File: src/rtl/pxe_pkg.sv
package pxe_pkg;

    typedef enum logic [2:0] {
        BPP_NONE = 3'd0,
        BPP_2    = 3'd1,
        BPP_4    = 3'd2,
        BPP_8    = 3'd3,
        BPP_16   = 3'd4
    } bpp_e;

    typedef enum logic [1:0] {
        KIND_PAL  = 2'd0,
        KIND_D444 = 2'd1,
        KIND_D565 = 2'd2
    } kind_e;

    localparam int CODE_LSB = 12;
    localparam int CODE_W   = 3;

    function automatic bpp_e depth_decode(input logic [CODE_W-1:0] code);
        bpp_e r;
        case (code)
            3'd0:    r = BPP_NONE;
            3'd1:    r = BPP_2;
            3'd2:    r = BPP_4;
            3'd3:    r = BPP_8;
            default: r = BPP_16;
        endcase
        return r;
    endfunction

endpackage

File: src/rtl/pxe_palette.sv
module pxe_palette
    import pxe_pkg::*;
#(
    parameter int ENTRIES = 256,
    parameter int DATA_W  = 16,
    localparam int AW     = $clog2(ENTRIES)
) (
    input  logic              clk,
    input  logic              rst_n,
    input  logic              wr_en,
    input  logic [AW-1:0]     wr_addr,
    input  logic [DATA_W-1:0] wr_data,
    input  logic              rd_en,
    input  logic [AW-1:0]     rd_addr,
    output logic [DATA_W-1:0] rd_data,
    output logic [CODE_W-1:0] depth_code
);

    logic [DATA_W-1:0] mem [ENTRIES];
    logic [DATA_W-1:0] rdata_q;
    logic [CODE_W-1:0] code_d, code_q;

    always_comb begin
        code_d = code_q;
        if (wr_en && wr_addr == '0) begin
            code_d = wr_data[CODE_LSB +: CODE_W];
        end
    end

    always_ff @(posedge clk or negedge rst_n) begin
        if (!rst_n) begin
            code_q <= '0;
        end else begin
            code_q <= code_d;
        end
    end

    // Storage and the registered read port have no reset.
    always_ff @(posedge clk) begin
        if (wr_en) begin
            mem[wr_addr] <= wr_data;
        end
        if (rd_en) begin
            rdata_q <= mem[rd_addr];
        end
    end

    assign rd_data    = rdata_q;
    assign depth_code = code_q;

    // depth code is 0 in the first cycle after reset
    p_code_reset_r10: assert property (@(posedge clk)
        $rose(rst_n) |-> code_q == '0);

endmodule

File: src/rtl/pxe_unpack.sv
module pxe_unpack
    import pxe_pkg::*;
#(
    parameter int WIDTH_W = 10,
    parameter int IN_W    = 16,
    parameter int IDX_W   = 8
) (
    input  logic               clk,
    input  logic               rst_n,
    input  bpp_e               bpp,
    input  logic               tft,
    input  logic [WIDTH_W-1:0] cfg_width,
    input  logic               in_valid,
    input  logic [IN_W-1:0]    in_data,
    output logic               in_ready,
    input  logic               out_ready,
    output logic               rd_en,
    output logic [IDX_W-1:0]   rd_addr,
    output logic               b_valid,
    output kind_e              b_kind,
    output logic [IN_W-1:0]    b_raw,
    output logic               b_last
);

    typedef struct packed {
        logic               a_valid;
        logic [IN_W-1:0]    word;
        logic [1:0]         sub;
        logic [WIDTH_W-1:0] col;
        logic               b_valid;
        kind_e              kind;
        logic [IN_W-1:0]    raw;
        logic               last;
    } st_t;

    st_t d, q;

    logic [1:0]       sub_max;
    logic             sub_last, line_last, word_done;
    logic             mode_ok, b_free, issue, load, in_ready_c;
    logic [IN_W-1:0]  sh;
    logic [IDX_W-1:0] idx;

    always_comb begin
        d = q;

        case (bpp)
            BPP_2:   sub_max = 2'd3;
            BPP_4:   sub_max = 2'd1;
            default: sub_max = 2'd0;
        endcase

        case (bpp)
            BPP_2:   sh = q.word >> {q.sub, 1'b0};
            BPP_4:   sh = q.word >> {q.sub[0], 2'b00};
            default: sh = q.word;
        endcase

        case (bpp)
            BPP_2:   idx = {{(IDX_W-2){1'b0}}, sh[1:0]};
            BPP_4:   idx = {{(IDX_W-4){1'b0}}, sh[3:0]};
            default: idx = sh[IDX_W-1:0];
        endcase

        sub_last   = (q.sub == sub_max);
        line_last  = (q.col == cfg_width - WIDTH_W'(1));
        word_done  = sub_last || line_last;
        mode_ok    = (bpp != BPP_NONE);
        b_free     = !q.b_valid || out_ready;
        issue      = q.a_valid && b_free && mode_ok;
        in_ready_c = !mode_ok || !q.a_valid || (issue && word_done);
        load       = in_valid && in_ready_c && mode_ok;

        if (issue) begin
            d.col = line_last ? '0 : q.col + WIDTH_W'(1);
            d.sub = q.sub + 2'd1;
            if (word_done) begin
                d.a_valid = 1'b0;
            end
        end

        if (load) begin
            d.a_valid = 1'b1;
            d.word    = in_data;
            d.sub     = 2'd0;
        end

        if (b_free) begin
            d.b_valid = issue;
            if (issue) begin
                d.last = line_last;
                d.raw  = q.word;
                if (bpp == BPP_16) begin
                    d.kind = tft ? KIND_D565 : KIND_D444;
                end else begin
                    d.kind = KIND_PAL;
                end
            end
        end
    end

    always_ff @(posedge clk or negedge rst_n) begin
        if (!rst_n) begin
            q <= '{a_valid: 1'b0, word: '0, sub: '0, col: '0,
                   b_valid: 1'b0, kind: KIND_PAL, raw: '0, last: 1'b0};
        end else begin
            q <= d;
        end
    end

    assign in_ready = in_ready_c;
    assign rd_en    = issue && (bpp != BPP_16);
    assign rd_addr  = idx;
    assign b_valid  = q.b_valid;
    assign b_kind   = q.kind;
    assign b_raw    = q.raw;
    assign b_last   = q.last;

    // the field index never passes the last field of a byte
    p_sub_bound_r3: assert property (@(posedge clk) disable iff (!rst_n)
        (q.a_valid && mode_ok) |-> q.sub <= sub_max);

    // the pixel that ends a line returns the counter to zero
    p_line_wrap_r7: assert property (@(posedge clk) disable iff (!rst_n)
        (issue && line_last) |=> q.col == '0);

    // with depth code 0 no word enters the unpacker
    p_depth0_quiet_r2: assert property (@(posedge clk) disable iff (!rst_n)
        (bpp == BPP_NONE && !q.a_valid) |=> !q.a_valid);

    // the output stage is empty right after reset
    p_out_reset_r10: assert property (@(posedge clk)
        $rose(rst_n) |-> !q.b_valid);

endmodule

File: src/rtl/pxe_format.sv
module pxe_format
    import pxe_pkg::*;
#(
    parameter int IN_W  = 16,
    parameter int RGB_W = 24
) (
    input  kind_e             kind,
    input  logic [IN_W-1:0]   raw,
    input  logic [IN_W-1:0]   pal_data,
    output logic [RGB_W-1:0]  rgb
);

    logic [IN_W-1:0] src;

    always_comb begin
        src = (kind == KIND_PAL) ? pal_data : raw;
        if (kind == KIND_D565) begin
            rgb = {src[15:11], 3'b000, src[10:5], 2'b00, src[4:0], 3'b000};
        end else begin
            rgb = {src[11:8], 4'h0, src[7:4], 4'h0, src[3:0], 4'h0};
        end
    end

endmodule

File: src/rtl/pal_pixel_expander.sv
module pal_pixel_expander
    import pxe_pkg::*;
#(
    parameter int WIDTH_W     = 10,
    parameter int PAL_ENTRIES = 256,
    parameter int IN_W        = 16,
    parameter int RGB_W       = 24,
    localparam int PAL_AW     = $clog2(PAL_ENTRIES)
) (
    input  logic               clk,
    input  logic               rst_n,
    input  logic               cfg_tft,
    input  logic [WIDTH_W-1:0] cfg_width,
    input  logic               pal_we,
    input  logic [PAL_AW-1:0]  pal_addr,
    input  logic [IN_W-1:0]    pal_wdata,
    input  logic               in_valid,
    output logic               in_ready,
    input  logic [IN_W-1:0]    in_data,
    output logic               out_valid,
    input  logic               out_ready,
    output logic [RGB_W-1:0]   out_rgb,
    output logic               out_last
);

    logic [CODE_W-1:0] depth_code;
    bpp_e              bpp;
    logic              rd_en;
    logic [PAL_AW-1:0] rd_addr;
    logic [IN_W-1:0]   rd_data;
    kind_e             b_kind;
    logic [IN_W-1:0]   b_raw;

    assign bpp = depth_decode(depth_code);

    pxe_palette #(
        .ENTRIES (PAL_ENTRIES),
        .DATA_W  (IN_W)
    ) u_palette (
        .clk        (clk),
        .rst_n      (rst_n),
        .wr_en      (pal_we),
        .wr_addr    (pal_addr),
        .wr_data    (pal_wdata),
        .rd_en      (rd_en),
        .rd_addr    (rd_addr),
        .rd_data    (rd_data),
        .depth_code (depth_code)
    );

    pxe_unpack #(
        .WIDTH_W (WIDTH_W),
        .IN_W    (IN_W),
        .IDX_W   (PAL_AW)
    ) u_unpack (
        .clk       (clk),
        .rst_n     (rst_n),
        .bpp       (bpp),
        .tft       (cfg_tft),
        .cfg_width (cfg_width),
        .in_valid  (in_valid),
        .in_data   (in_data),
        .in_ready  (in_ready),
        .out_ready (out_ready),
        .rd_en     (rd_en),
        .rd_addr   (rd_addr),
        .b_valid   (out_valid),
        .b_kind    (b_kind),
        .b_raw     (b_raw),
        .b_last    (out_last)
    );

    pxe_format #(
        .IN_W  (IN_W),
        .RGB_W (RGB_W)
    ) u_format (
        .kind     (b_kind),
        .raw      (b_raw),
        .pal_data (rd_data),
        .rgb      (out_rgb)
    );

    // a stalled pixel is held unchanged
    p_hold_stable_r8: assert property (@(posedge clk) disable iff (!rst_n)
        (out_valid && !out_ready) |=>
            (out_valid && $stable(out_rgb) && $stable(out_last)));

    // no colour-table read is issued while the output is stalled
    p_no_read_in_stall_r8: assert property (@(posedge clk) disable iff (!rst_n)
        (out_valid && !out_ready) |-> !rd_en);

endmodule

File: config.mk
export PLATFORM = sky130hd
export DESIGN_NAME = pal_pixel_expander
export DESIGN_NICKNAME = d
export VERILOG_FILES = /design/src/rtl/pxe_pkg.sv /design/src/rtl/pxe_palette.sv /design/src/rtl/pxe_unpack.sv /design/src/rtl/pxe_format.sv /design/src/rtl/pal_pixel_expander.sv
export SDC_FILE = /design/constraint.sdc
export NUM_CORES = 2
export LEC_CHECK = 0
export ABC_CLOCK_PERIOD_IN_PS = 5390
export BUFFER_PORTS_ARGS = -buffer_cell sky130_fd_sc_hd__buf_4
export CELL_PAD_IN_SITES_DETAIL_PLACEMENT = 0
export CELL_PAD_IN_SITES_GLOBAL_PLACEMENT = 1
export CORE_MARGIN = 2
export CORE_UTILIZATION = 29
export DETAILED_ROUTE_END_ITERATION = 6
export GPL_ROUTABILITY_DRIVEN = 1
export PLACE_DENSITY = 0.49
export SKIP_CTS_REPAIR_TIMING = 1
export SLEW_MARGIN = 20
export SYNTH_ARGS = -nofsm -noshare
export SYNTH_HDL_FRONTEND = slang
export SYNTH_SLANG_ARGS = --single-unit
File: constraint.sdc
create_clock -name clk -period 5.39 [get_ports clk]
set_clock_uncertainty 0.2 [all_clocks]
set_input_delay 0.539 -clock clk [delete_from_list [all_inputs] [get_ports clk]]
set_output_delay 0.539 -clock clk [all_outputs]
set_load 0.03 [all_outputs]
=== Word level (Yosys, flattened, before mapping) ===
Memory sizes are Yosys's and may differ from the RTL's. A register that Yosys moved wholly into a read port is not among the register bits.
Cells that the tools add are included.

* Bitwise logic cells: 0
* Divide/modulo/power cells: 0
* Eq/ne operators: 10
* Shift-type cells: 2
* Reductions and logical operators: 22
* $lt $le $gt $ge: 0
* $add $sub $neg: 3
* $mul: 0
* Multiplexer cells: 15

{| class="wikitable"
|+ Operators by type and width
! cell !! count
|-
| 8-bit one-hot mux with 2 select lines || 2
|-
| 16-bit by 3-bit right shift with 8-bit output || 2
|-
| 24-bit 2-to-1 mux || 1
|-
| 19-bit 2-to-1 mux || 1
|-
| 16-bit 2-to-1 mux || 1
|-
| 12-bit 2-to-1 mux || 1
|-
| 3-bit one-hot mux with 4 select lines || 1
|-
| 10-bit by 1-bit adder with 10-bit output, second input constant || 1
|-
| 10-bit == test || 1
|-
| 10-bit 2-to-1 mux || 1
|-
| 10-bit by 1-bit subtractor with 10-bit output, second input constant || 1
|-
| 3-bit by 2-bit == test with 1-bit output, second input constant || 3
|-
| 8-bit zero test || 1
|-
| 1-bit logical AND || 7
|-
| 3-bit by 1-bit == test with 1-bit output, second input constant || 2
|-
| 1-bit logical OR || 4
|-
| 1-bit 2-to-1 mux || 4
|-
| 2-bit 2-to-1 mux || 2
|-
| 2-bit one-hot mux with 2 select lines || 1
|-
| 2-bit AND reduction || 2
|-
| 2-bit nonzero test || 2
|-
| 3-bit == test, second input constant || 1
|-
| 1-bit zero test || 3
|-
| 3-bit zero test || 1
|-
| other kinds (6) || 6
|}

* Flip-flop bits (word level): 52
* Input port bits: 56
* Memories: 1
* Bits in latches: 0
* Memory bits (writable): 4,096
* Bits in read-only memories: 0

{| class="wikitable"
|+ Memories
! memory !! words !! bits a word !! rd ports !! clocked after memory_dff !! wr ports !! RTL line !! source
|-
| u_palette.mem || 256 || 16 || 1 || 1 || 1 || pxe_palette.sv:19 || <nowiki>logic [DATA_W-1:0] mem [ENTRIES];</nowiki>
|}

=== Logic depth before layout (Yosys ltp) ===
* Word-level depth: 12
* Gate-level depth with buffers: 16

=== Cells and area by module ===
A second synthesis with hierarchy kept.

* Cells, all modules: 7,724
* Area total of the unflattened synthesis: 162,155.5 µm²

{| class="wikitable"
|+ By module, submodules not included
! module !! area an instance (µm²) !! cells each !! times used
|-
| pxe_palette || 158,957.5 || 7,368 || 1
|-
| pxe_unpack || 2,834.0 || 300 || 1
|-
| pxe_format || 347.8 || 53 || 1
|-
| pal_pixel_expander || 16.3 || 3 || 1
|}

=== Worst setup path before layout ===
OpenSTA, ideal clock, no wires.

* Path type: register -> register
* Start point: reg u_unpack.q[30] (netlist name)
* End point: reg u_palette.rdata_q[11], in the netlist u_palette.rd_data[11], read port of u_palette.mem, data pin
* Stages on the path, launching flop included: 13
* Buffers on the path: 4
* Arrival: 3.275 ns
* Library setup time: 0.279 ns
* Setup slack: 1.635 ns
* Period minus slack after synthesis: 3.755 ns
* Cell sequence: dfrtp_1 clkbuf_1 or2_1 a311o_1 a32oi_4 buf_6 buf_6 buf_6 mux4_2 a2111oi_2 nor3_1 o41ai_1 o2111ai_1

* Word-level cells in the longest chain between the ends: 3

{| class="wikitable"
|+ Ends and longest elaborated chain
! what !! RTL line !! source
|-
| start: declaration || pxe_unpack.sv:36 || <nowiki>st_t d, q;</nowiki>
|-
| start signal: assignment || pxe_unpack.sv:104 || <nowiki>q <= '{a_valid: 1'b0, word: '0, sub: '0, col: '0,</nowiki>
|-
| 16-bit by 3-bit right shift with 8-bit output, on equally long branches || pxe_unpack.sv:55, pxe_unpack.sv:54 ||
|-
| 8-bit one-hot mux with 2 select lines * || pxe_unpack.sv:53 || <nowiki>case (bpp)</nowiki>
|-
| 8-bit one-hot mux with 2 select lines * || pxe_unpack.sv:59 || <nowiki>case (bpp)</nowiki>
|-
| end: declaration || pxe_palette.sv:20 || <nowiki>logic [DATA_W-1:0] rdata_q;</nowiki>
|}

Every way passes the cells marked *; elsewhere a longest branch is shown, timed or not.
A chain may end at the register's enable or synchronous reset.

=== Worst setup path after layout ===
* Start point: reg u_palette.code_q[0], in the netlist u_palette.depth_code[0]
* End point: reg u_palette.rdata_q[8], in the netlist u_palette.rd_data[8], read port of u_palette.mem, data pin

* Word-level cells in the longest chain between the ends: 5

{| class="wikitable"
|+ Ends and longest elaborated chain
! what !! RTL line !! source
|-
| start: declaration || pxe_palette.sv:21 || <nowiki>logic [CODE_W-1:0] code_d, code_q;</nowiki>
|-
| start signal: assignment || pxe_palette.sv:34 || <nowiki>code_q <= code_d;</nowiki>
|-
| 3-bit by 2-bit == test with 1-bit output, or another cell as far along || pxe_pkg.sv:22 || <nowiki>case (code)</nowiki>
|-
| 3-bit one-hot mux with 4 select lines * || pxe_pkg.sv:22 ||
|-
| 3-bit by 2-bit == test with 1-bit output, or another cell as far along || pxe_unpack.sv:53, pxe_unpack.sv:59 ||
|-
| 8-bit one-hot mux with 2 select lines or 1-bit logical AND (tied branches) || pxe_unpack.sv:53, pxe_unpack.sv:70 ||
|-
| 8-bit one-hot mux with 2 select lines or 1-bit logical AND (tied branches) || pxe_unpack.sv:59, pxe_unpack.sv:112 ||
|}

Marked as above.

==> flow_metrics.tcl <==
set metrics [dict create \
    status "finished with violations" \
    violations "hold timing, setup timing" \
    drc 0 \
    hold_path_class "in2async" \
    slowest_stage "a2111oi_0" \
    fin_util_pct 34.4 \
    crit_start "u_palette.depth_code[0]$_DFFE_PN0P_" \
    ant_nets 0 \
    yosysWarnings 0 \
    clockBufferDepth 4 \
    seq_area_frac_synth_pct 75.5 \
    async_flop_share_pct 1.66 \
    ir_worst_vdd_uv 441 \
    track_usage_pct 18.4 \
    row_count 240 \
    drv_slew 0 \
    synth_top_area_share_pct 74.5 \
    cp-start-kind "register" \
    power.density_mw_per_mm2 542 \
    globalRouteOverflowTotal 0 \
    crit_required_ns 5.82 \
    fin_nets 8756 \
    cts-root-buf "clkbuf_16" \
    viasPerCell 5.02 \
    maxCapViolCount 0 \
    crit_fanout 30 \
    grt_pass1_wl_mm 575 \
    critPathMaxStageDelay_ns 0.86 \
    cts_tree "yes" \
    hpwl_mm 249 \
    fin_area_mm2 0.147 \
    power.total_uw 79600 \
    antenna_found_initial 29 \
    worstPathArrival_ns 5.87 \
    r2r-start "u_palette.depth_code[0]$_DFFE_PN0P_" \
    synth_edf_count 3084 \
    syn-cell-area_mm2 0.124 \
    cts.clk_slew.worst_paths_ns 0.06 \
    die_w_um 659 \
    synthCells 8272 \
    yosysUniqueCellTypes 68 \
    dieArea_mm2 0.434 \
    cts_inserted_buffers 346 \
    core_mm2 0.427 \
    yosysMostFrequentCell "edfxtp_1" \
    gp_congestion 0.808 \
    crit_chain "or3b_4 > mux2i_4 > a32oi_4 > buf_12 > buf_12 > buf_12 > mux4_2 > a2111oi_0 > buf_4 > o32ai_1 > nor3_2 > o2111ai_1" \
    timing.hold.ws_ns -0.00791 \
    layout-drive-gt1-share_pct 17.0 \
    wl_per_cell_um 27.9 \
    first_iter_violations 7239 \
    insertion_delay_ns 0.96 \
    numPortBuffers 73 \
    ys_ff_latch 3136 \
    grt_max_degree 142 \
    syn_area_per_cell_um2 15.0 \
    htreeDepth 5 \
    finalCriticalPeriod_ns 5.44 \
    initial_core_util_pct 29.1 \
    vias 73598 \
    io_pins 83 \
    relSlewSlack_pct 22.8 \
    maxClockFrequency_mhz 184 \
    ys_dominant_reg_cell "edfxtp_1" \
    layout_setup_ws_ns -0.0471 \
    criticalPathCategory "reg2reg" \
    finalHoldViolCount 11 \
    dr.pass1.iters 5 \
    fin_crit_sh_pct 101 \
    synthTopCellsByCount "edfxtp_1, nand2_1, nand3_1, a21oi_1, mux2i_1" \
    cpMostUsedCell "buf_12" \
    die_y_um 659 \
    yosysTopAreaCell "edfxtp_1" \
    syn_to_final_growth_pct 18.1 \
    synth.top_cells.by_area "edfxtp_1, nand2_1, mux2i_1" \
    p_leak_uw 0.0480 \
    grt_pass1_vias 73096 \
    tightest_slew_ns 1.16 \
    endpoint_kind "register" \
    numClockSinks 3136 \
    wl_mm 410 \
    dpl_cell_area_mm2 0.135 \
    finalSetupViolations 1 \
]
worst paths after layout:
kind	to	slack, ns	depth (start not counted)
setup / recovery	u_palette.rd_data[8]$_DFFE_PP_	-0.05	12
hold / removal	u_unpack.b_raw[5]$_DFFE_PN0P_	-0.008	2
setup reg to reg	u_palette.rd_data[8]$_DFFE_PP_	-0.05	12
hold reg to reg	u_unpack.b_raw[11]$_DFFE_PN0P_	0.28	2
max in group asynchronous	u_unpack.q[34]$_DFFE_PN0P_	4.52	2
min in group clk	u_unpack.q[21]$_DFFE_PN0P_	0.10	5
layer usage:
metal  vias to the layer above  global-route usage [%]  part of all wire, %
met5                         -                       0                0.014
met1                     38765                    25.6                   45
met4                         8                    3.98                  2.2
li1                      32443                       -                    -
met3                       446                    2.57                  5.1
met2                      1936                    30.6                   48
per-stage QoR:
stage / hold WS (ns) / std cells / setup TNS, ns / worst slack (ns)
global placement: 0.268 / 14002 / -1.12 / -0.664
detailed placement: 0.266 / 14002 / -0.943 / -0.398
floorplan: 0.0434 / 8279 / 0 / 1.64
finish: -0.00791 / 14673 / -0.0471 / -0.0471
global route: 0.0483 / 14668 / -0.00240 / -0.00240
CTS: -0.605 / 14631 / -1.01 / -0.415
cells by family (layout without fill, tap and decap cells):
| family | count (synthesis) | in the layout | synth area share [%] |
|---|---|---|---|
| and+or+nand+nor | 2669 | 2669 | 8.99 |
| other | 1 | 15 | 0.00302 |
| xor gates and xnor gates | 20 | 20 | 0.141 |
| buffers and inverters | 739 | 1439 | 2.73 |
| adders and majority gates | 2 | 2 | 0.0201 |
| muxes | 603 | 603 | 6.59 |
| AOI/OAI and AO/OA | 1102 | 1102 | 5.99 |
| DFF | 3136 | 3136 | 75.5 |
cell type report:
type | instances | area, µm²
Fill cell | 40987 | 280000
Sequential cell | 3136 | 93900
Multi-Input combinational cell | 4404 | 27400
Clock buffer | 424 | 9100
Timing Repair Buffer | 805 | 7290
Tap cell | 5687 | 7120
Clock inverter | 205 | 1900
Inverter | 5 | 18.8
Antenna cell | 7 | 17.5
where the power goes:
group	switching [µW]	internal (µW)
combinational	19200	9800
sequential	242	27100
clock	9830	13500
placed cells by master (no fill, tap or decap), drive strengths merged, types with 121 or more instances in the layout:
cell type     n
clkbuf      424
clkinv      155
mux2i       414
a21oi       413
a2111oi     159
o221ai      153
mux4        170
edfxtp     3084
nand2      1622
nand3       501
nor3        121
a31oi       162
nor2        291
buf         771
state kept, by name, indices dropped and copies added (netlist names):
signal,flops
u_palette.depth_code,3
u_palette.mem,3072
u_palette.rd_data,12
u_unpack.b_kind,2
u_unpack.b_last,1
u_unpack.b_raw,16
u_unpack.b_valid,1
u_unpack.q,29
worst max-delay path, delay by kind of cell (launching register included):
kind	cells	cell delay, ns
and+or+nand+nor	2	0.99
DFF	1	0.53
buffers and inverters	4	1.01
AOI/OAI and AO/OA	4	1.52
muxes	2	0.78
Power figures use the tool's default switching activity.
